===== src/rtl/slice_pkg.sv =====
package slice_pkg;
  localparam int LANES = 8;
  localparam logic [1:0] ADDR_CTRL   = 2'd0;
  localparam logic [1:0] ADDR_PRESC  = 2'd1;
  localparam logic [1:0] ADDR_POS    = 2'd2;
  localparam logic [1:0] ADDR_SHADOW = 2'd3;

  // Strobes from control to datapath
  typedef struct packed {
    logic       tick;
    logic       swap;
    logic [1:0] widthSel;
  } sliceStrobe_t;
endpackage


===== src/rtl/slice_ctrl.sv =====
module slice_ctrl
  import slice_pkg::*;
#(
  parameter int PRE_W = 12,
  parameter int POS_W = 8
) (
  input  logic               clk,
  input  logic               rstN,
  input  logic               wrEn,
  input  logic [1:0]         wrAddr,
  input  logic [2*POS_W-1:0] cfgData,
  output sliceStrobe_t       ctl
);
  logic             enQ;
  logic [1:0]       widthQ;
  logic [PRE_W-1:0] presetQ;
  logic [PRE_W-1:0] preCnt;
  logic [POS_W-1:0] posPreQ;
  logic [POS_W-1:0] posCnt;
  logic             tick;

  assign tick         = enQ && (preCnt == '0);
  assign ctl.tick     = tick;
  assign ctl.swap     = tick && (posCnt == '0);
  assign ctl.widthSel = widthQ;

  always_ff @(posedge clk) begin
    if (!rstN) begin
      enQ     <= 1'b0;
      widthQ  <= 2'b00;
      presetQ <= '0;
      preCnt  <= '0;
      posPreQ <= '0;
      posCnt  <= '0;
    end else begin
      if (!enQ || preCnt == '0) preCnt <= presetQ;
      else                      preCnt <= preCnt - 1'b1;

      if (tick) posCnt <= (posCnt == '0) ? posPreQ : posCnt - 1'b1;

      if (wrEn) begin
        case (wrAddr)
          ADDR_CTRL: begin
            enQ    <= cfgData[0];
            widthQ <= cfgData[2:1];
          end
          ADDR_PRESC: presetQ <= cfgData[PRE_W-1:0];
          ADDR_POS: begin
            posPreQ <= cfgData[2*POS_W-1:POS_W];
            posCnt  <= cfgData[POS_W-1:0];
          end
          default: ;
        endcase
      end
    end
  end
endmodule


===== src/rtl/slice_datapath.sv =====
module slice_datapath
  import slice_pkg::*;
#(
  parameter int DATA_W = 32
) (
  input  logic              clk,
  input  logic              rstN,
  input  sliceStrobe_t      ctl,
  input  logic              shadowWr,
  input  logic [DATA_W-1:0] shadowWrData,
  input  logic [LANES-1:0]  serIn,
  output logic [LANES-1:0]  serOut,
  output logic [DATA_W-1:0] shadowRd,
  output logic              swapPulse
);
  localparam int NUM_W = 4;

  logic [DATA_W-1:0] dataQ;
  logic [DATA_W-1:0] shadowQ;
  logic [DATA_W-1:0] cand [NUM_W];
  logic [DATA_W-1:0] shifted;

  // one candidate per width 1, 2, 4, 8
  for (genvar g = 0; g < NUM_W; g++) begin : g_width
    localparam int W = 1 << g;
    assign cand[g] = {serIn[W-1:0], dataQ[DATA_W-1:W]};
  end

  assign shifted  = cand[ctl.widthSel];
  assign serOut   = dataQ[LANES-1:0];
  assign shadowRd = shadowQ;

  always_ff @(posedge clk) begin
    if (!rstN) begin
      dataQ     <= '0;
      shadowQ   <= '0;
      swapPulse <= 1'b0;
    end else begin
      if (ctl.tick) dataQ <= ctl.swap ? shadowQ : shifted;
      if (ctl.swap)      shadowQ <= shifted;
      else if (shadowWr) shadowQ <= shadowWrData;
      swapPulse <= ctl.swap;
    end
  end
endmodule


===== src/rtl/shift_slice.sv =====
module shift_slice
  import slice_pkg::*;
#(
  parameter int DATA_W = 32,
  parameter int PRE_W  = 12,
  parameter int POS_W  = 8
) (
  input  logic              clk,
  input  logic              rstN,
  input  logic              wrEn,
  input  logic [1:0]        wrAddr,
  input  logic [DATA_W-1:0] wrData,
  input  logic [7:0]        serIn,
  output logic [7:0]        serOut,
  output logic [DATA_W-1:0] shadowRd,
  output logic              shiftTick,
  output logic              swapPulse
);
  sliceStrobe_t ctl;
  logic         shadowWr;

  assign shadowWr  = wrEn && (wrAddr == ADDR_SHADOW);
  assign shiftTick = ctl.tick;

  slice_ctrl #(.PRE_W(PRE_W), .POS_W(POS_W)) u_ctrl (
    .clk(clk), .rstN(rstN), .wrEn(wrEn), .wrAddr(wrAddr),
    .cfgData(wrData[2*POS_W-1:0]), .ctl(ctl)
  );

  slice_datapath #(.DATA_W(DATA_W)) u_dp (
    .clk(clk), .rstN(rstN), .ctl(ctl), .shadowWr(shadowWr),
    .shadowWrData(wrData), .serIn(serIn), .serOut(serOut),
    .shadowRd(shadowRd), .swapPulse(swapPulse)
  );
endmodule


===== config.mk =====
export PLATFORM = sky130hd
export DESIGN_NAME = shift_slice
export DESIGN_NICKNAME = d
export VERILOG_FILES = /design/src/rtl/slice_pkg.sv /design/src/rtl/slice_ctrl.sv /design/src/rtl/slice_datapath.sv /design/src/rtl/shift_slice.sv
export SDC_FILE = /design/constraint.sdc
export NUM_CORES = 1
export LEC_CHECK = 0
export CAP_MARGIN = 40
export CORE_MARGIN = 5
export CORE_UTILIZATION = 59
export DETAILED_ROUTE_END_ITERATION = 7
export GPL_ROUTABILITY_DRIVEN = 1
export HOLD_SLACK_MARGIN = 0.1
export PLACE_DENSITY_LB_ADDON = 0.1
export SLEW_MARGIN = 10
export SYNTH_ARGS = -nofsm -noshare
export SYNTH_HDL_FRONTEND = slang
export SYNTH_SLANG_ARGS = --single-unit

===== constraint.sdc =====
create_clock -name clk -period 3 [get_ports clk]
set_clock_uncertainty 0.15 [all_clocks]
set_input_delay 0.9 -clock clk [delete_from_list [all_inputs] [get_ports clk]]
set_output_delay 0.9 -clock clk [all_outputs]
set_load 0.005 [all_outputs]

==> flow_summary.json, run 1 <==
{
  "worstPathRequired_ns": 1.95,
  "hold_ws_ns": 0.3165,
  "r2r_end": "u_dp.shadowRd[31]",
  "crit_type": "flop to primary output",
  "io_pins": 87,
  "grt_usage_pct": 27.80,
  "syn_nets": 632,
  "drtIter0Drc": 397,
  "finalNetCount": 693,
  "layout_min_cycle_time_ns": 2.746,
  "end_kind": "primary output",
  "layout_common_cells": "dfxtp_1, clkdlybuf4s50_1, mux2i_1",
  "diodes": 0,
  "syn_to_final_growth_pct": 19.82,
  "path_clk_slew_ns": 0.10,
  "cp.arrival_ns": 1.70,
  "final_hold_viol_count": 0,
  "status": "finished, final reports clean",
  "crit_chain": "inv_1 -> ha_1 -> nor4b_4 -> nand4b_4 -> inv_4 -> dlygate4sd2_1",
  "grt_setup_unrepaired": "no",
  "drive_gt1_share_pct": 14.77,
  "place_congestion": 0.8994,
  "hold_start": "u_ctrl.posPreQ[3]",
  "power_density_mw_per_mm2": 446.5,
  "cts-root-buf": "clkbuf_8",
  "period_share_pct": 91.53,
  "post-route-util_pct": 71.48,
  "ff2ff_setup_slack_ns": 0.40,
  "grt_max_degree": 38,
  "synth_top_cell_area_share_pct": 37.60,
  "initial_core_util_pct": 59.66,
  "min_to": "u_ctrl.posPreQ[3]",
  "via_count": 5038,
  "grt_pass1_wl_um": 25980,
  "max_freq_ghz": 0.3642,
  "synth.largest_area_cell": "dfxtp_1",
  "r2r_cells": 6,
  "yosysSeqAreaShare_pct": 37.60,
  "setup_viol": 0,
  "drc": 0,
  "grt_antenna_before_repair": 0,
  "yosysWarnings": 0,
  "ys_ff_latch": 108,
  "syn_area_sq_mm": 0.005751,
  "maxCapViolCount": 0,
  "worstSkewPairLatency_ns": 0.36,
  "dp_hpwl_um": 10860,
  "die_h_um": 108.7,
  "yosys-top-cells-area": "dfxtp_1, mux2i_1, mux4_2, a211oi_1, nand3_1",
  "numClockSinks": 108,
  "htreeDepth": 3,
  "relSlewSlack_pct": 49.94,
  "place_ws_ns": 0.2236,
  "wire_per_inst_um": 20.34,
  "synthDistinctLibCells": 49,
  "max_stage_delay_ns": 0.33,
  "final_common_cell": "dfxtp_1",
  "holdPathStages": 2,
  "worstMarginPinSlew_ns": 0.7482,
  "peakVddDrop_v": 0.0002757,
  "synth_area_per_cell_sq_um": 9.847,
  "cts_hold_buf": 0,
  "cts_buffer_depth": 2,
  "critPathMaxFanout": 2,
  "worst_hold_path_type": "flop to flop",
  "drt_wl_total_um": 15930,
  "finalWorstSetupSlack_ns": 0.2540,
  "reg2reg_from": "u_ctrl.posCnt[0]",
  "slew_viol_final": 0,
  "core_area_sq_mm": 0.009639,
  "firstDrtPassIters": 6,
  "power_leakage_nw": 2.677,
  "die_area_sq_mm": 0.01182,
  "numCtsBuffers": 9,
  "syn_inst": 584,
  "row_count": 36,
  "fp.dieW_um": 108.7,
  "ant_nets": 0,
  "grt_pass1_vias": 5064,
  "drt-vias-per-instance": 6.434,
  "crit_slowest_cell": "dfxtp_2",
  "tritoncts": "done",
  "start_kind": "flop",
  "finalSetupTns_ns": 0,
  "numPortBuffers": 86,
  "overflow": 0
}
-- worst max-delay path, delay by kind of cell (launching register included) --
kind	cells	cell delay, ns
adder cells (fa/ha/maj)	1	0.15
flip-flops	1	0.33
AND/OR/NAND/NOR	2	0.45
buffers and inverters	3	0.41
-- power by group --
part | leakage, nW | internal (mW) | switching [mW]
Clock | 0.0991 | 0.415 | 0.516
Sequential | 0.878 | 1.48 | 0.0550
Combinational | 1.70 | 0.287 | 0.318
-- per-stage QoR --
| stage | total power, mW | std cells | area (sq um) |
|---|---|---|---|
| 3_3_place_gp | 2.156 | 764 | 6655 |
| 4_1_cts | 3.081 | 783 | 6890 |
| 5_1_grt | 3.195 | 783 | 6890 |
| 3_5_place_dp | 2.165 | 764 | 6655 |
| 2_1_floorplan | 1.945 | 584 | 5751 |
| 6_report | 3.077 | 783 | 6890 |
-- synth_stat cells (all sizes together) --
master     n
or4b       1
ha         3
buf       28
nor2b      1
o311ai     1
or3        4
or2        2
a211oi    37
nand3b     1
o22ai      1
mux2i     76
and4       1
inv        9
o31ai      4
nand2     28
dfxtp    108
nor2      32
nor3b      3
o21ai     49
nand4b     3
clkbuf    30
or4        2
a31oi      3
nand3     38
nor4b      2
xnor2      3
a21oi     28
nand2b     1
mux4      32
a311oi     2
nor3      35
o211ai     2
nand4      2
a31o       1
a41oi      1
xor2       5
o2111ai    1
nor4       4
-- how the worst max path moves through the flow --
stage / startpoint / endpoint / cells past startpoint
floorplan: u_ctrl.preCnt[0] / shiftTick / 5
global placement: u_ctrl.preCnt[0] / shiftTick / 6
detailed placement: u_ctrl.preCnt[0] / shiftTick / 6
CTS: u_ctrl.preCnt[0] / shiftTick / 6
global route: u_ctrl.preCnt[0] / shiftTick / 6
finish: u_ctrl.preCnt[0] / shiftTick / 6
-- registers in the layout, summed over array words and instances, names as in the netlist --
register / cells
u_ctrl.posPreQ: 8
u_dp.swapPulse: 1
u_ctrl.presetQ: 12
u_ctrl.posCnt: 8
u_dp.shadowRd: 32
u_ctrl.enQ: 1
u_dp.dataQ: 32
u_ctrl.widthQ: 2
u_ctrl.preCnt: 12
-- metal layers --
layer	up-vias	routed length, um	part of all wire (%)	track usage (%)
met3	46	1031	6.5	4.855
met1	2453	6429	40	35.49
met5	-	0	0	0
met2	232	8043	50	47.53
li1	2307	-	-	-
met4	0	425	2.7	9.829
-- timing repair --
action,4_1_cts,5_1_grt
endpoints found under the hold margin,0,0
gates resized for setup,4,0
setup endpoints to repair,1,0
setup buffers,3,0
-- cell type report --
cell class              instances  area [sq um]
multi-input cells             409          3263
fillers                       780          2749
flip-flops and latches        108          2166
repair buffers                108          1050
well taps                     133         166.4
clock buffers                  10         137.6
clock inverters                 6         71.32
inverters                       9         36.28
-- kinds of logic (layout without fill, tap and decap cells) --
group	after synthesis	in the layout	share of synthesized area, %
and+or+nand+nor	160	160	14.66
AOI/OAI and AO/OA	130	130	14.32
muxes	108	108	25.76
DFF	108	108	37.60
buffers and inverters	67	133	5.788
xor gates and xnor gates	8	8	1.218
adders and majority gates	3	3	0.6528
(Power assumes the default switching activity.)
==> run 2: changes to the inputs <==
- MAX_ROUTING_LAYER: unset -> met4
- RECOVER_POWER: unset -> 25
==> run 2 against run 1 <==
Against the previous run: setup slack worse by 0.0050 ns; die area stayed put; clock power is 0.5% higher; combinational power hardly changed; critical path type unchanged; highest routed layer unchanged.
==> flow_summary.json, run 2 (synthesis results as in run 1) <==
{
  "end_kind": "primary output",
  "grt_setup_unrepaired": "no",
  "core_area_sq_mm": 0.009639,
  "final-seq-area_sq_mm": 0.002165,
  "reg2reg_from": "u_ctrl.preCnt[1]",
  "grt_max_degree": 38,
  "via_count": 5041,
  "worstMarginPinSlew_ns": 0.9851,
  "ff2ff_setup_slack_ns": 0.29,
  "drive_gt1_share_pct": 14.00,
  "setup_viol": 0,
  "fp.dieW_um": 108.7,
  "finalSetupTns_ns": 0,
  "die_h_um": 108.7,
  "final_common_cell": "dfxtp_1",
  "final_hold_viol_count": 0,
  "overflow": 0,
  "io_pins": 87,
  "cts-root-buf": "clkbuf_8",
  "syn_to_final_growth_pct": 19.50,
  "worstSkewPairLatency_ns": 0.36,
  "initial_core_util_pct": 59.66,
  "numPortBuffers": 86,
  "slew_viol_final": 0,
  "multi_input_area_sq_mm": 0.003263,
  "cts_buffer_depth": 2,
  "die_area_sq_mm": 0.01182,
  "maxCapViolCount": 0,
  "grt_usage_pct": 28.60,
  "tritoncts": "done",
  "worstPathRequired_ns": 1.95,
  "peakVddDrop_v": 0.0002730,
  "min_to": "u_ctrl.posPreQ[3]",
  "drt-vias-per-instance": 6.438,
  "diodes": 0,
  "drt_wl_total_um": 15960,
  "ant_nets": 0,
  "start_kind": "flop",
  "fill_cells": 785,
  "finalNetCount": 693,
  "power_leakage_nw": 2.661,
  "layout_common_cells": "dfxtp_1, clkdlybuf4s50_1, mux2i_1",
  "grt_pass1_wl_um": 26020,
  "status": "finished, final reports clean",
  "max_freq_ghz": 0.3635,
  "holdPathStages": 2,
  "dp_hpwl_um": 10860,
  "grt_pass1_vias": 5031,
  "grt_antenna_before_repair": 0,
  "firstDrtPassIters": 5,
  "htreeDepth": 3,
  "layout_min_cycle_time_ns": 2.751,
  "numClockSinks": 108,
  "relSlewSlack_pct": 34.32,
  "cp.arrival_ns": 1.70,
  "row_count": 36,
  "period_share_pct": 91.70,
  "drc": 0,
  "wire_per_inst_um": 20.39,
  "hold_start": "u_ctrl.posPreQ[3]",
  "p_total_mw": 3.079,
  "path_clk_slew_ns": 0.11,
  "crit_type": "flop to primary output",
  "power_density_mw_per_mm2": 448.1,
  "critPathMaxFanout": 4,
  "place_congestion": 0.9148,
  "r2r_cells": 8,
  "worst_hold_path_type": "flop to flop",
  "r2r_end": "u_ctrl.preCnt[3]",
  "drtIter0Drc": 373,
  "numCtsBuffers": 9
}
[run 2: changes by cell type in the layout (fill, tap and decap cells not counted), sizes merged]
cell and delta:
clkbuf +5, buf -5, dlygate4sd3 +1, clkdlybuf4s50 -1
[run 2: routing by layer]
layer / vias up / part of all wire (%) / global-route usage [%]
met5: - / 0 / -
met4: 0 / 2.2 / 9.558
met3: 44 / 6.7 / 4.322
met2: 235 / 51 / 47.31
met1: 2455 / 40 / 36.09
li1: 2307 / - / -
[run 2: area by class of cell]
| class | instances | share of cell area (%) |
|---|---|---|
| tap | 133 | 2.422 |
| sequential | 108 | 31.50 |
| multi-input combinational | 409 | 47.49 |
| clock buffer | 10 | 2.003 |
| clock inverter | 6 | 1.038 |
| inverter | 9 | 0.5280 |
| timing repair buffer | 108 | 15.02 |
[run 2: repair_timing]
item,CTS,global route
buffers inserted,3,0
endpoints found under the setup margin,1,0
hold buffers,0,0
gates resized for setup,4,0
[run 2: how the worst max path moves through the flow]
stage	from	to	slack (ns)	cells after the start
final	u_ctrl.preCnt[1]	shiftTick	0.25	6
after CTS	u_ctrl.preCnt[0]	shiftTick	0.26	6
after detailed placement	u_ctrl.preCnt[0]	shiftTick	0.22	6
after global placement	u_ctrl.preCnt[0]	shiftTick	0.25	6
after floorplan	u_ctrl.preCnt[0]	shiftTick	0.79	5
after global routing	u_ctrl.preCnt[1]	u_ctrl.preCnt[3]	0.08	8
[run 2: metrics by stage]
stage | worst slack (ns) | cells | cell area [sq um] | utilization [%] | hold WS [ns]
after floorplan | 0.7948 | 584 | 5751 | - | 0.2820
after global placement | 0.2523 | 764 | 6655 | 69.04 | 0.2948
after detailed placement | 0.2236 | 764 | 6655 | 69.04 | 0.3004
after CTS | 0.2581 | 783 | 6890 | 71.48 | 0.3148
after global routing | 0.08499 | 783 | 6872 | 71.29 | 0.3251
final | 0.2490 | 783 | 6872 | 71.29 | 0.3194
[run 2: report_power, final]
| group | leakage, nW | internal (mW) | switching (mW) |
|---|---|---|---|
| Clock | 0.0991 | 0.415 | 0.520 |
| Combinational | 1.68 | 0.284 | 0.319 |
| Sequential | 0.877 | 1.48 | 0.0552 |
[run 2: critical path, cell delays in order, from the launching register on]
cell           delay, ns
dfxtp_1             0.35
inv_1               0.08
ha_1                0.14
nor4b_4             0.28
nand4b_4            0.16
inv_4               0.10
dlygate4sd2_1       0.23
==> run 3: changes to the inputs <==
- CTS_CLUSTER_SIZE: unset -> 25
==> results of run 3 <==
Final layout, timing and power as in run 2 (identical DEF).
